==> config.mk <==
export PLATFORM = sky130hd
export DESIGN_NAME = zol_unit
export DESIGN_NICKNAME = d
export VERILOG_FILES = /design/src/rtl/zol_pkg.sv /design/src/rtl/zol_count_sel.sv /design/src/rtl/zol_state.sv /design/src/rtl/zol_redirect.sv /design/src/rtl/zol_unit.sv
export SDC_FILE = /design/constraint.sdc
export NUM_CORES = 1
export LEC_CHECK = 0
export ABC_AREA = 1
export CAP_MARGIN = 20
export CORE_MARGIN = 3
export CORE_UTILIZATION = 53
export CTS_BUF_LIST = sky130_fd_sc_hd__clkbuf_16
export CTS_CLUSTER_SIZE = 20
export DETAILED_ROUTE_END_ITERATION = 8
export PLACE_DENSITY = 0.84
export SLEW_MARGIN = 10
export SYNTH_ARGS = -nofsm -noshare
export SYNTH_HDL_FRONTEND = slang
export SYNTH_HIERARCHICAL = 1
export SYNTH_SLANG_ARGS = --single-unit
==> constraint.sdc <==
create_clock -name clk_i -period 4 [get_ports clk_i]
set_input_delay 0.8 -clock clk_i [delete_from_list [all_inputs] [get_ports clk_i]]
set_output_delay 0.8 -clock clk_i [all_outputs]
set_load 0.02 [all_outputs]
==> src/rtl/zol_pkg.sv <==
package zol_pkg;
  localparam int unsigned ADDR_W  = 16;
  localparam int unsigned CNT_W   = 16;
  localparam int unsigned SRC_W   = 32;
  localparam int unsigned IMM_MAX = 256;
  localparam int unsigned IMM_W   = $clog2(IMM_MAX + 1);

  typedef logic [ADDR_W-1:0] addr_t;
  typedef logic [CNT_W-1:0]  cnt_t;
endpackage

==> src/rtl/zol_count_sel.sv <==
module zol_count_sel
  import zol_pkg::*;
#(
  parameter int unsigned SRC_WIDTH = SRC_W,
  parameter int unsigned CNT_WIDTH = CNT_W,
  parameter int unsigned IMM_LIMIT = IMM_MAX
) (
  input  logic [SRC_WIDTH-1:0] src_i,
  input  logic                 reg_mode_i,
  output logic [CNT_WIDTH-1:0] cnt_o
);
  localparam int unsigned IW = $clog2(IMM_LIMIT + 1);

  logic [IW-1:0]        imm_raw;
  logic [CNT_WIDTH-1:0] imm_cnt;
  logic [CNT_WIDTH-1:0] reg_cnt;

  assign imm_raw = src_i[IW-1:0];
  assign reg_cnt = src_i[CNT_WIDTH-1:0];

  always_comb begin
    if (int'(imm_raw) > int'(IMM_LIMIT)) imm_cnt = CNT_WIDTH'(IMM_LIMIT);
    else                                 imm_cnt = CNT_WIDTH'(imm_raw);
  end

  assign cnt_o = reg_mode_i ? reg_cnt : imm_cnt;
endmodule

==> src/rtl/zol_state.sv <==
module zol_state
  import zol_pkg::*;
(
  input  logic  clk_i,
  input  logic  rst_ni,
  input  logic  load_i,
  input  addr_t pc_i,
  input  addr_t end_i,
  input  cnt_t  cnt_i,
  input  logic  wrap_i,
  input  logic  last_i,
  output logic  active_o,
  output addr_t top_o,
  output addr_t end_o,
  output cnt_t  cnt_o
);
  logic  active_q;
  addr_t top_q, end_q;
  cnt_t  cnt_q;

  always_ff @(posedge clk_i or negedge rst_ni) begin
    if (!rst_ni) begin
      active_q <= 1'b0;
      top_q    <= '0;
      end_q    <= '0;
      cnt_q    <= '0;
    end else if (load_i) begin
      // a zero count loads an idle state (skip)
      active_q <= (cnt_i != '0);
      top_q    <= pc_i + ADDR_W'(1);
      end_q    <= end_i;
      cnt_q    <= cnt_i;
    end else if (wrap_i) begin
      cnt_q    <= cnt_q - CNT_W'(1);
    end else if (last_i) begin
      active_q <= 1'b0;
      cnt_q    <= '0;
    end
  end

  assign active_o = active_q;
  assign top_o    = top_q;
  assign end_o    = end_q;
  assign cnt_o    = cnt_q;
endmodule

==> src/rtl/zol_redirect.sv <==
module zol_redirect
  import zol_pkg::*;
(
  input  logic  start_i,
  input  cnt_t  start_cnt_i,
  input  addr_t start_end_i,
  input  logic  active_i,
  input  addr_t top_i,
  input  addr_t end_i,
  input  cnt_t  cnt_i,
  input  addr_t next_pc_i,
  output logic  wrap_o,
  output logic  last_o,
  output addr_t next_pc_o
);
  logic hit;

  assign hit    = active_i && !start_i && (next_pc_i == end_i);
  assign wrap_o = hit && (cnt_i > CNT_W'(1));
  assign last_o = hit && (cnt_i == CNT_W'(1));

  always_comb begin
    if (start_i && (start_cnt_i == '0)) next_pc_o = start_end_i;
    else if (wrap_o)                    next_pc_o = top_i;
    else                                next_pc_o = next_pc_i;
  end
endmodule

==> src/rtl/zol_unit.sv <==
module zol_unit
  import zol_pkg::*;
(
  input  logic              clk_i,
  input  logic              rst_ni,
  input  logic              start_i,
  input  logic [ADDR_W-1:0] pc_i,
  input  logic [ADDR_W-1:0] end_addr_i,
  input  logic [SRC_W-1:0]  count_i,
  input  logic              count_reg_i,
  input  logic [ADDR_W-1:0] next_pc_i,
  output logic [ADDR_W-1:0] next_pc_o,
  output logic              active_o,
  output logic [CNT_W-1:0]  count_o
);
  cnt_t  sel_cnt;
  addr_t top_q, end_q;
  logic  wrap, last;

  zol_count_sel #(
    .SRC_WIDTH(SRC_W),
    .CNT_WIDTH(CNT_W),
    .IMM_LIMIT(IMM_MAX)
  ) u_sel (
    .src_i     (count_i),
    .reg_mode_i(count_reg_i),
    .cnt_o     (sel_cnt)
  );

  zol_state u_state (
    .clk_i   (clk_i),
    .rst_ni  (rst_ni),
    .load_i  (start_i),
    .pc_i    (pc_i),
    .end_i   (end_addr_i),
    .cnt_i   (sel_cnt),
    .wrap_i  (wrap),
    .last_i  (last),
    .active_o(active_o),
    .top_o   (top_q),
    .end_o   (end_q),
    .cnt_o   (count_o)
  );

  zol_redirect u_redir (
    .start_i    (start_i),
    .start_cnt_i(sel_cnt),
    .start_end_i(end_addr_i),
    .active_i   (active_o),
    .top_i      (top_q),
    .end_i      (end_q),
    .cnt_i      (count_o),
    .next_pc_i  (next_pc_i),
    .wrap_o     (wrap),
    .last_o     (last),
    .next_pc_o  (next_pc_o)
  );
endmodule

==> results.txt <==
* Run status: completed
* DIE HEIGHT: 94.7 um
* First-pass detailed-route iteration total: 5
- Insertion delay of the later-clocked pin in the worst-skew pair: 290 ps
- Pin count of the biggest net entering global routing: 50
- Share of cell area taken by muxes after synthesis: 0%
* Highest Clock Rate: 261 MHz
- Post-layout instance count excluding filler cells: 871
* Hold path depth: 2
- Registers take 1230 um^2.
- After synthesis, the largest family of logic cells by area is simple AND/OR/NAND/NOR gates.
- Series of cell instances along the critical path: clkdlybuf4s50_1 -> nor2_1 -> nand2_1 -> nor2_4 -> nor2_4 -> buf_4 -> nor2_2 -> nor2_1 -> and3_1 -> nand3_2 -> buf_4 -> nand3_1 -> nand2_1 -> dlygate4sd2_1
- The count of pins over their slew limit came to 0.
* Total congestion overflow after global routing: 0
- For this run, the number of Yosys warnings is 6.
- Measured against its own limit, the worst slew margin works out to 57.1%.
* Global placer's final weighted congestion: 0.938
* Fraction of the yosys area taken by sequential cells: 29.4%
- Setup skew after layout: 4.92 ps
- Summing over every cut layer, the via total after detailed routing is 4610.
- Starting utilization of the core area: 55.9%
- Once routing completed, OpenROAD measured the worst setup slack at 170 ps.
- Summing the areas of all xor and xnor instances in the mapped netlist gives 1.68% of the synthesized area.
- Clock H-tree levels: 2
* Std-Cell Core Area: 7450 um^2
- Distinct cells, synth: 42
* Final critical path time including I/O delays and setup: 3830 ps
* Type of origin of the critical path: primary input
- In the synthesized netlist, the number of instances is 665.
* Largest fanout of any net on the critical path: 9
- Fin crit share: 95.8%
* Detailed placement HPWL: 9.49 mm
- In this run the critical register-to-register path is captured at u_state/cnt_o[10]$_DFFE_PN0P_.
- Total wire length after detailed routing: 12.3 mm
* Fillers: 656
- Post-Syn Nets: 751
- Wire length per cell: 14.1 um
- For this run, the post-layout net count is 857.
- Worst reg-to-reg setup slack: 1620 ps
- The worst register-to-register path has a depth of 14.
* Commonest non-fill, non-tap cell in the layout: sky130_fd_sc_hd__nand2_1
- Data on the critical path is required at its endpoint by 3200 ps.
- Summed over all cells, the static leakage comes to 2.80 nW.
* Setup repair after global routing missed its margin: no
- Final Hold Viols: 0
- Minimum hold slack: 482 ps
* WP buf/inv: 4
- Total chip power: 1.46 mW
- DRT iter0 DRCs: 311
- Slowest stage cell, crit path: sky130_fd_sc_hd__clkdlybuf4s50_1
- Per-cell via count in the routed design: 5.29
- Kind of cell adding the most delay to the critical path: simple AND/OR/NAND/NOR gates
- Arrival @ worst endpoint: 3030 ps
- Worst Path Class, Setup: primary input to primary output
* Number of diodes: 0
* Hold path startpoint: u_state/top_o[1]$_DFFE_PN0P_
* Antenna violations before repair: 0
* Antenna Nets Post-Route: 0
- Number of cells after detailed placement: 863
- The die is 94.7 um wide.
* Highest-count cells in the layout ignoring fill and taps: sky130_fd_sc_hd__nand2_1, sky130_fd_sc_hd__inv_1, sky130_fd_sc_hd__clkdlybuf4s50_1
* Post-CTS clock slew at the launch and capture registers of the worst setup and hold paths: 70 ps
- Number of top-level pins: 117
* Transition at the pin with the smallest max-transition slack: 644 ps
- Class of the most critical hold timing path: flop to flop
- Total routing resource utilization after global routing: 28.3%
* Number of port buffers: 100
* Wire length of the first global-routing pass: 20.2 mm
- Slowest Stage Delay on Critical Path: 450 ps
- Cell Pwr Density: 269 nW/um^2
- After Yosys synthesis, full adders, half adders and majority gates account for 0.601% of the synthesized area.
* Total number of clock tree sinks: 49
* Clock root buffer master: sky130_fd_sc_hd__clkbuf_16
- Final setup viols: 0
- The via count of the first global-routing pass was 4354.
- Worst slack, placed: -125 ps
- The worst register-to-register path begins at u_state/end_o[8]$_DFFE_PN0P_.
- The worst setup path is captured at a primary output.
- Max-cap violations in this run came to 0.
* Post-synthesis cell area: 4170 um^2
* Average cell area after synthesis: 6.27 um^2
* Row Count: 31
- Basic-gate share of the synthesized area counting and, or, nand and nor cells: 51.7%
* Post-CTS resize count: 18
- In this run, synthesis produced a sequential element count of 49.
- Cts-stage hold buffer count: 0
- In the routed design, unresolved DRC markers number 0.
- Clock Tree Buf Depth: 2
- From synthesis to final layout, the design area changed by 30.2%.
- Full die area: 8960 um^2
- The worst hold path terminates at u_state/top_o[1]$_DFFE_PN0P_.
- Setup TNS after final layout: 0 ps
- Summing all multi-input logic gate instances after layout gives 2450 um^2.
* Share of cells above drive strength 1: 12.2%
- Number of buffers inserted during clock tree synthesis: 5
* Post-synthesis compound-gate area fraction: 4.68%
* Worst IR Drop VDD: 168 uV
- TritonCTS clock tree: done
* Postcts setup bufs: 0
==> registers in the layout, indices dropped and copies added, names as in the netlist <==
name              cells
u_state/top_o        16
u_state/end_o        16
u_state/active_o      1
u_state/cnt_o        16
==> cells in the mapped netlist, drive strengths merged <==
library cell	number	area share, %
a211oi	1	0.18
a21boi	3	0.54
a21oi	3	0.54
a31oi	1	0.15
and2	2	0.30
and3	2	0.30
buf	15	2.3
clkbuf	2	0.18
clkinv	1	0.39
dfrtp	49	29
ha	2	0.60
inv	99	9.0
nand2	275	26
nand3	52	6.8
nand3b	3	0.54
nand4	31	5.5
nor2	83	11
nor3	6	0.96
nor4	4	0.75
o211ai	5	1.1
o21ai	17	2.1
or2	1	0.15
xnor2	5	1.1
xor2	3	0.63
==> cell type report <==
| cell class | count | area share, % |
|---|---|---|
| Clock buffer | 5 | 2.31 |
| Clock inverter | 3 | 0.323 |
| Inverter | 100 | 7.24 |
| Multi-Input combinational cell | 499 | 45.1 |
| Sequential cell | 49 | 22.6 |
| Tap cell | 99 | 2.28 |
| Timing Repair Buffer | 116 | 20.1 |
==> logic make-up (layout without fill, tap and decap cells) <==
family                   after synthesis  in the layout
AO/OA/AOI/OAI                         30             30
XOR/XNOR                               8              8
flip-flops                            49             49
adder cells (fa/ha/maj)                2              2
AND/OR/NAND/NOR                      459            459
buffers and inverters                117            224
==> power by group <==
part           internal, mW  leakage (nW)  total (mW)  switching (mW)
Sequential            0.540         0.603       0.587          0.0476
Combinational         0.192          2.12       0.451           0.259
Clock                 0.230        0.0696       0.422           0.192
==> worst min-delay path, cell delays in order, from the launching register on <==
cell and delay, ps:
sky130_fd_sc_hd__dfrtp_1 350, sky130_fd_sc_hd__nand2_1 60, sky130_fd_sc_hd__nand2_1 50
==> how the worst max path moves through the flow <==
stage	startpoint	end	slack, ps	depth (start not counted)
3_3_place_gp	count_i[1]	next_pc_o[0]	-40	14
2_1_floorplan	count_reg_i	next_pc_o[10]	930	12
3_5_place_dp	count_i[8]	next_pc_o[2]	-120	12
5_1_grt	count_i[6]	next_pc_o[2]	30	13
4_1_cts	count_i[6]	next_pc_o[14]	210	14
6_report	count_i[6]	next_pc_o[14]	170	14
==> layer usage <==
metal / global-route usage (%) / share of wire, %
met1: 38.9 / 43
met5: 0 / 0
met3: 5.50 / 8.6
met2: 46.4 / 47
met4: 6.01 / 0.74
==> per-stage QoR <==
stage               util (%)  cell area (um^2)
floorplan                  -              4170
detailed placement      71.1              5300
finish                  72.8              5420
global route            72.8              5420
global placement        71.1              5300
CTS                     72.8              5420
No activity file was read; power rests on OpenSTA's default activity.
